## src/rtl/irq_ctx_pkg.sv

```systemverilog
package irq_ctx_pkg;
  localparam int LVL_W = 3;
  localparam logic [LVL_W-1:0] LVL_TOP = 3'd7;

  typedef enum logic [1:0] {
    SQ_IDLE = 2'd0,
    SQ_FAST = 2'd1,
    SQ_NORM = 2'd2,
    SQ_RET  = 2'd3
  } seq_e;

  localparam logic [2:0] ENTRY_LAST = 3'd4;
  localparam logic [2:0] RET_LAST   = 3'd2;
endpackage

```

## src/rtl/irq_ctx_arb.sv

```systemverilog
module irq_ctx_arb
  import irq_ctx_pkg::*;
#(
  parameter int NSRC = 8,
  localparam int IDW = (NSRC > 1) ? $clog2(NSRC) : 1
) (
  input  logic [NSRC-1:0]       req,
  input  logic [NSRC*LVL_W-1:0] lvl,
  input  logic                  fast_on,
  output logic                  fast_hit,
  output logic [IDW-1:0]        fast_id,
  output logic                  norm_hit,
  output logic [IDW-1:0]        norm_id,
  output logic                  multi_top
);
  logic [LVL_W-1:0] lvl_a [NSRC];
  logic [NSRC-1:0]  is_top;

  for (genvar g = 0; g < NSRC; g++) begin : g_src
    assign lvl_a[g]  = lvl[g*LVL_W +: LVL_W];
    assign is_top[g] = req[g] && fast_on && (lvl[g*LVL_W +: LVL_W] == LVL_TOP);
  end

  logic [LVL_W-1:0] best;
  logic [IDW:0]     n_top;

  always_comb begin
    fast_hit = 1'b0;
    fast_id  = '0;
    norm_hit = 1'b0;
    norm_id  = '0;
    best     = '0;
    n_top    = '0;
    // descending scan: a later (lower) index overwrites on equal level
    for (int i = NSRC - 1; i >= 0; i--) begin
      if (is_top[i]) begin
        fast_hit = 1'b1;
        fast_id  = IDW'(i);
        n_top    = n_top + {{IDW{1'b0}}, 1'b1};
      end else if (req[i] && (!norm_hit || lvl_a[i] >= best)) begin
        norm_hit = 1'b1;
        best     = lvl_a[i];
        norm_id  = IDW'(i);
      end
    end
  end

  assign multi_top = (n_top > {{IDW{1'b0}}, 1'b1});
endmodule

```

## src/rtl/irq_ctx_shadow.sv

```systemverilog
module irq_ctx_shadow #(
  parameter int PCW  = 24,
  parameter int FLGW = 16
) (
  input  logic            clk,
  input  logic            rst_n,
  input  logic            save_en,
  input  logic [PCW-1:0]  pc_in,
  input  logic [FLGW-1:0] flg_in,
  output logic [PCW-1:0]  sv_pc,
  output logic [FLGW-1:0] sv_flg
);
  logic [PCW-1:0]  pc_d;
  logic [FLGW-1:0] flg_d;

  always_comb begin
    pc_d  = sv_pc;
    flg_d = sv_flg;
    if (save_en) begin
      pc_d  = pc_in;
      flg_d = flg_in;
    end
  end

  always_ff @(posedge clk or negedge rst_n) begin
    if (!rst_n) begin
      sv_pc  <= '0;
      sv_flg <= '0;
    end else begin
      sv_pc  <= pc_d;
      sv_flg <= flg_d;
    end
  end
endmodule

```

## src/rtl/irq_ctx_vfetch.sv

```systemverilog
module irq_ctx_vfetch #(
  parameter int              ADRW     = 24,
  parameter int              IDW      = 3,
  parameter logic [ADRW-1:0] FIX_BASE = '0
) (
  input  logic            clk,
  input  logic            rst_n,
  input  logic            start,
  input  logic [IDW-1:0]  src_id,
  input  logic            tbl_sel,
  input  logic [ADRW-1:0] tbl_base,
  input  logic            active,
  input  logic [2:0]      cnt,
  input  logic [7:0]      rdata,
  output logic            rd,
  output logic [ADRW-1:0] addr,
  output logic [ADRW-1:0] target
);
  localparam int NBYTE = 3;

  logic [ADRW-1:0] va_q, va_d;
  logic [7:0]      byte_q [NBYTE];
  logic [7:0]      byte_d [NBYTE];

  always_comb begin
    va_d = va_q;
    if (start) va_d = (tbl_sel ? tbl_base : FIX_BASE) + (ADRW'(src_id) << 2);
  end

  for (genvar b = 0; b < NBYTE; b++) begin : g_byte
    always_comb begin
      byte_d[b] = byte_q[b];
      if (active && cnt == 3'(b + 1)) byte_d[b] = rdata;
    end
    always_ff @(posedge clk or negedge rst_n) begin
      if (!rst_n) byte_q[b] <= '0;
      else        byte_q[b] <= byte_d[b];
    end
  end

  always_ff @(posedge clk or negedge rst_n) begin
    if (!rst_n) va_q <= '0;
    else        va_q <= va_d;
  end

  assign rd     = active && (cnt < 3'd4);
  assign addr   = rd ? va_q + ADRW'(cnt) : '0;
  assign target = ADRW'({byte_q[2], byte_q[1], byte_q[0]});
endmodule

```

## src/rtl/irq_ctx_seq.sv

```systemverilog
module irq_ctx_seq
  import irq_ctx_pkg::*;
#(
  parameter int              NSRC     = 8,
  parameter int              ADRW     = 24,
  parameter int              FLGW     = 16,
  parameter int              FAST_BIT = 3,
  parameter logic [ADRW-1:0] FIX_BASE = 24'hFFFE00,
  localparam int             IDW      = (NSRC > 1) ? $clog2(NSRC) : 1
) (
  input  logic                  clk,
  input  logic                  rst_n,
  input  logic [NSRC-1:0]       irq_req,
  input  logic [NSRC*LVL_W-1:0] irq_lvl,
  input  logic [7:0]            prio_ctl,
  input  logic                  tbl_sel,
  input  logic [ADRW-1:0]       tbl_base,
  input  logic [ADRW-1:0]       vec_reg,
  input  logic [ADRW-1:0]       cur_pc,
  input  logic [FLGW-1:0]       cur_flg,
  input  logic                  fret,
  input  logic [7:0]            mem_rdata,
  output logic                  mem_rd,
  output logic [ADRW-1:0]       mem_addr,
  output logic [NSRC-1:0]       irq_ack,
  output logic [ADRW-1:0]       new_pc,
  output logic                  pc_load,
  output logic [FLGW-1:0]       flg_out,
  output logic                  flg_load,
  output logic                  busy,
  output logic                  done,
  output logic                  cfg_err
);
  seq_e            st_q, st_d;
  logic [2:0]      cnt_q, cnt_d;
  logic            fact_q, fact_d;
  logic [ADRW-1:0] vec_q, vec_d;
  logic [NSRC-1:0] ack_q, ack_d;
  logic            err_q, err_d;

  logic            fast_on;
  logic            fast_hit, norm_hit, multi_top;
  logic [IDW-1:0]  fast_id, norm_id;
  logic            go_fast, go_norm, go_ret, is_idle, last_cyc;
  logic [ADRW-1:0] sv_pc, fetch_pc;
  logic [FLGW-1:0] sv_flg;

  assign fast_on = prio_ctl[FAST_BIT];
  assign is_idle = (st_q == SQ_IDLE);

  irq_ctx_arb #(.NSRC(NSRC)) u_arb (
    .req      (irq_req),
    .lvl      (irq_lvl),
    .fast_on  (fast_on),
    .fast_hit (fast_hit),
    .fast_id  (fast_id),
    .norm_hit (norm_hit),
    .norm_id  (norm_id),
    .multi_top(multi_top)
  );

  // return strobe first, then the shortcut, then the table fetch
  assign go_ret  = is_idle && fret && fact_q;
  assign go_fast = is_idle && !go_ret && fast_hit && !fact_q;
  assign go_norm = is_idle && !go_ret && !go_fast && norm_hit;

  irq_ctx_shadow #(.PCW(ADRW), .FLGW(FLGW)) u_shadow (
    .clk    (clk),
    .rst_n  (rst_n),
    .save_en(go_fast),
    .pc_in  (cur_pc),
    .flg_in (cur_flg),
    .sv_pc  (sv_pc),
    .sv_flg (sv_flg)
  );

  irq_ctx_vfetch #(.ADRW(ADRW), .IDW(IDW), .FIX_BASE(FIX_BASE)) u_vf (
    .clk     (clk),
    .rst_n   (rst_n),
    .start   (go_norm),
    .src_id  (norm_id),
    .tbl_sel (tbl_sel),
    .tbl_base(tbl_base),
    .active  (st_q == SQ_NORM),
    .cnt     (cnt_q),
    .rdata   (mem_rdata),
    .rd      (mem_rd),
    .addr    (mem_addr),
    .target  (fetch_pc)
  );

  always_comb begin
    unique case (st_q)
      SQ_RET:  last_cyc = (cnt_q == RET_LAST);
      SQ_IDLE: last_cyc = 1'b0;
      default: last_cyc = (cnt_q == ENTRY_LAST);
    endcase
  end

  always_comb begin
    st_d   = st_q;
    cnt_d  = cnt_q;
    fact_d = fact_q;
    vec_d  = vec_q;
    ack_d  = '0;
    err_d  = err_q | multi_top;
    if (is_idle) begin
      cnt_d = '0;
      if (go_ret) begin
        st_d = SQ_RET;
      end else if (go_fast) begin
        st_d   = SQ_FAST;
        fact_d = 1'b1;
        vec_d  = vec_reg;
        ack_d  = NSRC'(1) << fast_id;
      end else if (go_norm) begin
        st_d  = SQ_NORM;
        ack_d = NSRC'(1) << norm_id;
      end
    end else if (last_cyc) begin
      st_d  = SQ_IDLE;
      cnt_d = '0;
      if (st_q == SQ_RET) fact_d = 1'b0;
    end else begin
      cnt_d = cnt_q + 3'd1;
    end
  end

  always_ff @(posedge clk or negedge rst_n) begin
    if (!rst_n) begin
      st_q   <= SQ_IDLE;
      cnt_q  <= '0;
      fact_q <= 1'b0;
      vec_q  <= '0;
      ack_q  <= '0;
      err_q  <= 1'b0;
    end else begin
      st_q   <= st_d;
      cnt_q  <= cnt_d;
      fact_q <= fact_d;
      vec_q  <= vec_d;
      ack_q  <= ack_d;
      err_q  <= err_d;
    end
  end

  always_comb begin
    unique case (st_q)
      SQ_FAST: new_pc = vec_q;
      SQ_NORM: new_pc = fetch_pc;
      SQ_RET:  new_pc = sv_pc;
      default: new_pc = '0;
    endcase
  end

  assign busy     = !is_idle;
  assign done     = last_cyc;
  assign pc_load  = last_cyc;
  assign flg_load = last_cyc && (st_q == SQ_RET);
  assign flg_out  = flg_load ? sv_flg : '0;
  assign irq_ack  = ack_q;
  assign cfg_err  = err_q;

  AST_ACK_ONEHOT:  assert property (@(posedge clk) disable iff (!rst_n) $onehot0(irq_ack));
  AST_ACK_FIRST:   assert property (@(posedge clk) disable iff (!rst_n) (busy && !done) |=> (irq_ack == '0));
  AST_DONE_BUSY:   assert property (@(posedge clk) disable iff (!rst_n) done |-> busy);
  AST_FLG_WITH_PC: assert property (@(posedge clk) disable iff (!rst_n) flg_load |-> pc_load);
  AST_ERR_STICKY:  assert property (@(posedge clk) disable iff (!rst_n) cfg_err |=> cfg_err);
  AST_ADDR_STEP:   assert property (@(posedge clk) disable iff (!rst_n)
                     (mem_rd && $past(mem_rd)) |-> (mem_addr == $past(mem_addr) + ADRW'(1)));
  AST_NO_RD_FAST:  assert property (@(posedge clk) disable iff (!rst_n) (st_q == SQ_FAST) |-> !mem_rd);
endmodule

```

## config.mk

```make
export PLATFORM = sky130hd
export DESIGN_NAME = irq_ctx_seq
export DESIGN_NICKNAME = d
export VERILOG_FILES = /design/src/rtl/irq_ctx_pkg.sv /design/src/rtl/irq_ctx_arb.sv /design/src/rtl/irq_ctx_shadow.sv /design/src/rtl/irq_ctx_vfetch.sv /design/src/rtl/irq_ctx_seq.sv
export SDC_FILE = /design/constraint.sdc
export NUM_CORES = 1
export LEC_CHECK = 0
export BUFFER_PORTS_ARGS = -buffer_cell sky130_fd_sc_hd__buf_4
export CAP_MARGIN = 20
export CORE_MARGIN = 5
export CORE_UTILIZATION = 27
export DETAILED_ROUTE_END_ITERATION = 16
export GPL_ROUTABILITY_DRIVEN = 0
export SLEW_MARGIN = 25
export SYNTH_ARGS = -nofsm -noshare
export SYNTH_HDL_FRONTEND = slang
export SYNTH_SLANG_ARGS = --single-unit
export TNS_END_PERCENT = 30
```

## constraint.sdc

```tcl
create_clock -name clk -period 2.9 [get_ports clk]
set_clock_uncertainty 0.2 [all_clocks]
set_input_delay 0.29 -clock clk [delete_from_list [all_inputs] [get_ports clk]]
set_output_delay 0.29 -clock clk [all_outputs]
set_load 0.01 [all_outputs]
```

==> results of run 1 <==
-- power breakdown --
group / switching (mW) / total, mW / internal, mW
clock network: 0.850 / 2.16 / 1.31
registers: 0.545 / 3.14 / 2.60
logic: 2.46 / 5.19 / 2.73
total: 3.86 / 10.5 / 6.63
-- flip-flops by register name, summed over array words and instances (netlist names) --
| name | count |
|---|---|
| cfg_err | 1 |
| cnt_q | 3 |
| fact_q | 1 |
| irq_ack | 8 |
| st_q | 2 |
| u_shadow.sv_flg | 16 |
| u_shadow.sv_pc | 24 |
| u_vf.target | 24 |
| u_vf.va_q | 24 |
| vec_q | 24 |
-- worst max-delay path by stage --
stage,from,cells after the start,endpoint
2_1_floorplan,prio_ctl[3],63,u_vf.va_q[22]
3_3_place_gp,irq_lvl[23],59,u_vf.va_q[21]
3_5_place_dp,irq_lvl[23],60,u_vf.va_q[22]
4_1_cts,irq_lvl[21],60,u_vf.va_q[22]
5_1_grt,irq_lvl[21],60,u_vf.va_q[22]
6_report,irq_lvl[21],60,u_vf.va_q[20]
-- worst reg2reg max path, stage by stage, from the launching register on --
cell	delay (ps)
dfrtp_1	400
inv_1	120
ha_1	210
inv_1	90
a21oi_1	200
nand2b_1	130
buf_4	150
nor2_1	220
buf_4	200
nand2_2	80
o32ai_2	210
-- area by class of cell --
cell class | count | area share
multi-input cells | 633 | 0.3862
clock inverters | 13 | 0.01106
clock buffers | 19 | 0.03209
repair buffers | 498 | 0.2944
inverters | 37 | 0.01070
flip-flops and latches | 127 | 0.2302
well taps | 390 | 0.03535
-- kinds of logic after synthesis --
logic type	share of synthesized area
simple gates	0.1624
fa+ha+maj	0.07431
xor+xnor	0.04841
mux	0.1267
compound gates	0.1610
buf+inv	0.03561
flops	0.3916
-- cells in the mapped netlist, types with 3 or more instances --
| cell type | count | area (um2) |
|---|---|---|
| a22oi_1 | 7 | 52.55 |
| nor2_1 | 85 | 319.1 |
| o22ai_1 | 4 | 25.02 |
| nand4_1 | 15 | 93.84 |
| and4_1 | 4 | 35.03 |
| clkbuf_1 | 32 | 120.1 |
| nand2b_1 | 13 | 81.33 |
| and3_1 | 24 | 150.1 |
| a21boi_0 | 3 | 22.52 |
| xor2_1 | 21 | 183.9 |
| mux2_2 | 90 | 1013 |
| o32ai_1 | 4 | 35.03 |
| a31oi_1 | 5 | 31.28 |
| o31ai_1 | 12 | 90.09 |
| nor2b_1 | 3 | 18.77 |
| ha_1 | 45 | 563.0 |
| a21o_1 | 14 | 105.1 |
| a21oi_1 | 26 | 130.1 |
| o21ai_0 | 29 | 145.1 |
| xnor2_1 | 16 | 140.1 |
| o21bai_1 | 3 | 22.52 |
| a221oi_1 | 4 | 35.03 |
| a221o_1 | 3 | 30.03 |
| or2_2 | 4 | 25.02 |
| nor3_1 | 11 | 55.05 |
| and2_1 | 7 | 43.79 |
| nand3_1 | 12 | 60.06 |
| dfrtp_1 | 127 | 3178 |
| inv_1 | 35 | 131.4 |
| or3_1 | 6 | 37.54 |
| nand2_1 | 86 | 322.8 |
| a222oi_1 | 24 | 240.2 |
| a211oi_1 | 11 | 82.58 |
| o21a_1 | 3 | 22.52 |
| a32o_1 | 3 | 30.03 |
-- timing repair --
| action | CTS | global route |
|---|---|---|
| setup endpoints to repair | 43 | 111 |
| buffers inserted | 61 | 16 |
| resized for setup | 76 | 74 |
| endpoints found under the hold margin | 226 | 0 |
| pin swaps | 52 | 47 |
| hold buffers | 83 | 0 |
-- layer usage --
metal,vias to the layer above,track usage,share of wire
li1,4022,-,-
met1,4047,0.2095,0.43
met3,52,0.03689,0.057
met4,2,0.03933,0.021
met2,263,0.2880,0.49
met5,-,0,0.00044
==> run_results.csv, run 1 <==
group,metric,value,unit
status,status,"finished, violations left",
status,violations,"negative setup slack",
grt,grt_antenna_before_repair,1,
place,dp_cells,1548,
critical_path,reg2reg_depth,10,
critical_path,cp_common_cell,"a21oi_2",
grt,grt-ovfl-total,0,
drt,vias,8386,
timing,finalHoldViolCount,0,
critical_path,worstSetupPathType,"in2reg",
timing,min_period,10660,ps
power_and_ir_drop,peakVddDrop,0.4041,mV
cells_and_area,synthToLayoutAreaGrowth,70.10,%
cells_and_area,layout_common_cells,"buf_4 (394), dfrtp_1 (127), mux2_2 (89), dlygate4sd3_1 (83), nand2_1 (80)",
critical_path,regToRegEndpoint,"irq_ack[7]",
logic_synthesis,postSynthAreaPerCell,9.731,um2
clock_tree,cts_tree,"built",
power_and_ir_drop,p_leak,6.474,nW
drt,drt-pass1-iter-count,7,
drt,vias_per_cell,4.884,
grt,grt_pass1_vias,8853,
timing,worst_pin_slew,697.0,ps
grt,grt_max_degree,128,
floorplan,initial_core_util,0.2738,
floorplan,dieArea,33620,um2
logic_synthesis,netlist_instances,834,
critical_path,crit_family,"compound AO/OA/AOI/OAI gates",
floorplan,die_h,183.4,um
clock_tree,root_buffer,"clkbuf_16",
critical_path,timing.rr.start,"st_q[0]",
worst_hold_path,hold_class,"in2reg",
floorplan,die_w,183.4,um
drt,ant_nets,0,
cells_and_area,utilization,0.4658,
timing,setup_viol,34,
critical_path,start_kind,"input port",
clock_tree,clock_path_buffers,2,
cells_and_area,fin_nets,1501,
power_and_ir_drop,fin_total_pwr,10.49,mW
clock_tree,cts_max_level,4,
drt,drt_iter0_drc,558,
logic_synthesis,synth_edf_count,0,
clock_tree,cts_inserted_buffers,17,
cells_and_area,multi_input_area,5331,um2
critical_path,r2r_slack,610,ps
job,drv_cap,0,
timing,tns,-218790,ps
place,post-place-ws,-8030,ps
critical_path,cp_slowest_stage_delay,410,ps
drt,wirelength,29.22,mm
timing,slew_headroom,0.5353,
drt,drc,0,
logic_synthesis,synth_area,8115,um2
cells_and_area,fill_cells,2733,
logic_synthesis,ys_seq_area_frac,0.3916,
critical_path,cp_data_required_time,3030,ps
cells_and_area,seq_area,3178,um2
clock_tree,clock-sinks,127,
worst_hold_path,min_from,"tbl_base[18]",
cells_and_area,layout_commonest_cell,"buf_4",
critical_path,crit_path_end_kind,"register",
grt,grt_util_all_layers,0.1655,
logic_synthesis,ys.warnings.count,0,
timing,hold_ws,10.59,ps
cells_and_area,layout.cells.non_filler,1717,
cells_and_area,layout-drive-gt1-share,0.5011,
critical_path,slowest_stage,"fa_2",
grt,grt_pass1_wl,45.47,mm
critical_path,cp_num_buf_inv,4,
clock_tree,cts.clk_slew.worst_paths,60,ps
timing,clock.fmax,93.84,MHz
worst_hold_path,hold_end,"u_vf.va_q[18]",
floorplan,core-area,29640,um2
cells_and_area,num_antenna_cells,0,
critical_path,cp_data_arrival_time,10790,ps
clock_tree,worst_skew_pair.late_latency,410,ps
logic_synthesis,synth-seq-cells,127,
drt,wire_per_inst,17.02,um
logic_synthesis,ys_types,66,
logic_synthesis,synth-main-ff-cell,"dfrtp_1",
logic_synthesis,synth_nets,1021,
critical_path,crit_fanout,5,
timing,worst_slack,-7757,ps
place,hpwl,20.33,mm
place,place_area,11330,um2
floorplan,io_pins,218,
floorplan,rows,63,
timing,maxSlewViolCount,0,
worst_hold_path,whs_path_depth,3,
cells_and_area,postLayoutCellArea,13800,um2
timing,rsz0062_at_grt,"true",
logic_synthesis,synthArstFlopShare,1.000,
timing,fin_crit_sh,3.675,
power_and_ir_drop,pwr_density_cell,760.0,nW/um2
place,io_buffers,210,
No activity file was read; power rests on OpenSTA's default activity.
==> inputs of run 2 (changes only) <==
ABC_AREA = 1   (was default)
CORE_UTILIZATION = 40   (was 27)
==> run 2 against run 1 <==
  * The run still ends with negative setup slack left
  * Clock power up 5%
  * Largest cell class unchanged
  * Largest power group unchanged
  * Cell count increased by 18%
  * Combinational power fell by 2%
  * Global-route usage up 5.4 points
  * Critical endpoint is now u_vf.va_q[22]
==> run_results.csv, run 2 <==
group,metric,value,unit
status,violations,"negative setup slack",
logic_synthesis,synth-main-ff-cell,"dfrtp_1",
timing,rsz0062_at_grt,"true",
logic_synthesis,synth_xor_area_frac,0.01787,
cells_and_area,postLayoutCellArea,14150,um2
drt,vias_per_cell,4.795,
floorplan,io_pins,218,
drt,vias,9719,
floorplan,die_w,158.5,um
drt,drt_iter0_drc,495,
drt,ant_nets,0,
clock_tree,cts_tree,"built",
power_and_ir_drop,seqPwrFrac,0.294,
logic_synthesis,postSynthAreaPerCell,6.874,um2
floorplan,initial_core_util,0.4054,
logic_synthesis,synth_nets,1470,
critical_path,crit_fanout,6,
critical_path,slowest_stage,"fa_2",
logic_synthesis,yosys.area_share.simple,0.3630,
critical_path,worstSetupPathType,"in2reg",
critical_path,cp_data_arrival_time,9170,ps
timing,clock.fmax,110.8,MHz
power_and_ir_drop,intPower,6.193,mW
timing,worst_slack,-6129,ps
clock_tree,cts_inserted_buffers,17,
timing,setup_viol,34,
logic_synthesis,synth_edf_count,0,
cells_and_area,synthToLayoutAreaGrowth,60.48,%
logic_synthesis,synth-seq-cells,127,
logic_synthesis,synth_fa_ha_area_frac,0.06838,
clock_tree,clock_path_buffers,2,
grt,grt_antenna_before_repair,0,
logic_synthesis,synth_top_family_by_area,"simple AND/OR/NAND/NOR gates",
grt,grt_max_degree,75,
logic_synthesis,ys.warnings.count,0,
grt,grt_util_all_layers,0.2191,
status,status,"finished, violations left",
logic_synthesis,synth.area.mux_share,0,
job,drv_cap,0,
cells_and_area,layout_common_cells,"nand2_1 (434), buf_4 (385), inv_1 (152), dfrtp_1 (125), nor2_1 (86)",
clock_tree,worst_skew_pair.late_latency,410,ps
cells_and_area,utilization,0.6506,
timing,slew_headroom,0.5410,
cells_and_area,fill_cells,1896,
floorplan,core-area,21760,um2
clock_tree,cts_max_level,4,
timing,fin_crit_sh,3.113,
place,place_area,11760,um2
critical_path,reg2reg_depth,11,
logic_synthesis,netlist_instances,1283,
cells_and_area,layout-drive-gt1-share,0.3618,
logic_synthesis,synth.top_cell.area_share,0.3603,
power_and_ir_drop,power_frac_clock,0.217,
timing,worst_pin_slew,688.5,ps
logic_synthesis,synth_compound_area_frac,0.09306,
timing,finalHoldViolCount,0,
grt,grt_pass1_vias,9533,
place,io_buffers,210,
cells_and_area,layout_commonest_cell,"nand2_1",
floorplan,dieArea,25120,um2
drt,drt-pass1-iter-count,5,
power_and_ir_drop,p_leak,7.607,nW
drt,drc,0,
logic_synthesis,ys_types,43,
critical_path,crit_path_end_kind,"register",
logic_synthesis,synth_most_common_cell,"nand2_1",
worst_hold_path,whs_path_depth,3,
power_and_ir_drop,combPwrFrac,0.490,
floorplan,rows,54,
power_and_ir_drop,p_sw,4.237,mW
grt,grt_pass1_wl,44.70,mm
critical_path,cp_common_cell,"nand2_2",
grt,grt-ovfl-total,0,
power_and_ir_drop,peakVddDrop,0.4119,mV
worst_hold_path,hold_class,"in2reg",
logic_synthesis,yosys.area.top_type,"dfrtp_1",
timing,min_period,9029,ps
drt,wirelength,28.83,mm
cells_and_area,num_antenna_cells,0,
drt,wire_per_inst,14.22,um
critical_path,start_kind,"input port",
critical_path,cp_slowest_stage_delay,330,ps
logic_synthesis,synthArstFlopShare,1.000,
place,hpwl,20.13,mm
critical_path,cp_data_required_time,3040,ps
clock_tree,root_buffer,"clkbuf_16",
power_and_ir_drop,swShare,0.4063,
clock_tree,cts.clk_slew.worst_paths,60,ps
logic_synthesis,synth_area,8820,um2
cells_and_area,fin_nets,1921,
floorplan,die_h,158.5,um
timing,maxSlewViolCount,0,
logic_synthesis,yosys-top-cells-count,"nand2_1 (467), inv_1 (166), dfrtp_1 (127)",
logic_synthesis,synth_top_cells_by_area,"dfrtp_1 (36%), nand2_1 (20%), inv_1 (7.1%)",
power_and_ir_drop,pwr_density_cell,737.0,nW/um2
clock_tree,clock-sinks,127,
logic_synthesis,ys_seq_area_frac,0.3603,
[run 2: per-layer routing]
metal	vias to the layer above	wire (um)	global-route usage
li1	4919	-	-
met1	4484	12480	0.2802
met2	265	14360	0.3891
met3	51	1329	0.03153
met4	0	656	0.05686
met5	-	0	0
[run 2: critical path: cells and delay by family]
family / cells / cell delay, ps
AO/OA/AOI/OAI: 13 / 1910
buffers and inverters: 12 / 870
adder cells (fa/ha/maj): 9 / 1960
XOR/XNOR: 1 / 140
AND/OR/NAND/NOR: 41 / 3990
[run 2: cell families (layout without fill, tap and decap cells)]
logic type,Yosys count,count (layout)
xor+xnor,18,18
fa+ha+maj,47,47
compound gates,143,143
buf+inv,214,678
simple gates,734,734
flops,127,127
[run 2: area by class of cell]
type | instances | area [um2] | share of cell area
Multi-Input combinational cell | 942 | 5538 | 0.3913
Sequential cell | 127 | 3181 | 0.2247
Tap cell | 280 | 350.3 | 0.02475
Clock buffer | 17 | 425.4 | 0.03006
Inverter | 174 | 663.1 | 0.04685
Timing Repair Buffer | 472 | 3795 | 0.2681
Clock inverter | 15 | 201.4 | 0.01423
[run 2: per-stage QoR]
| step | hold WS, ps | total power [mW] | cells | TNS, ps | setup slack [ps] |
|---|---|---|---|---|---|
| floorplan | -205.6 | 5.773 | 1283 | -158940 | -5864 |
| global placement | 161.9 | 7.398 | 1872 | -170440 | -6086 |
| detailed placement | 160.4 | 7.489 | 1872 | -179550 | -6404 |
| CTS | 0.8116 | 10.12 | 2014 | -155560 | -5558 |
| global route | 13.18 | 11.26 | 2027 | -185670 | -6588 |
| finish | 9.530 | 10.43 | 2027 | -171720 | -6129 |
[run 2: repair_timing]
| item | 4_1_cts | 5_1_grt |
|---|---|---|
| endpoints found under the setup margin | 40 | 40 |
| gates resized for setup | 52 | 93 |
| cloned | 0 | 0 |
| hold endpoints to repair | 150 | 0 |
| pin swaps | 43 | 44 |
| setup buffers | 34 | 13 |
| hold buffers | 76 | 0 |
[run 2: path summary, 6_finish.rpt]
kind                                   start             endpoint  slack [ps]
worst min register to register     vec_q[22]            vec_q[22]         280
max in group asynchronous              rst_n       u_vf.target[6]        1430
worst max-delay path             irq_lvl[21]        u_vf.va_q[22]       -6130
worst min-delay path            mem_rdata[2]      u_vf.target[18]          10
min in group asynchronous              rst_n  u_shadow.sv_flg[12]         270
worst max register to register       st_q[0]         u_vf.va_q[1]         270
[run 2: power groups by stage]
stage	registers [mW]	logic (mW)	clock network (mW)
floorplan	2.95	2.83	0
global placement	3.04	4.36	0
detailed placement	3.06	4.43	0
CTS	3.04	4.78	2.30
global route	3.16	5.72	2.38
finish	3.06	5.11	2.26
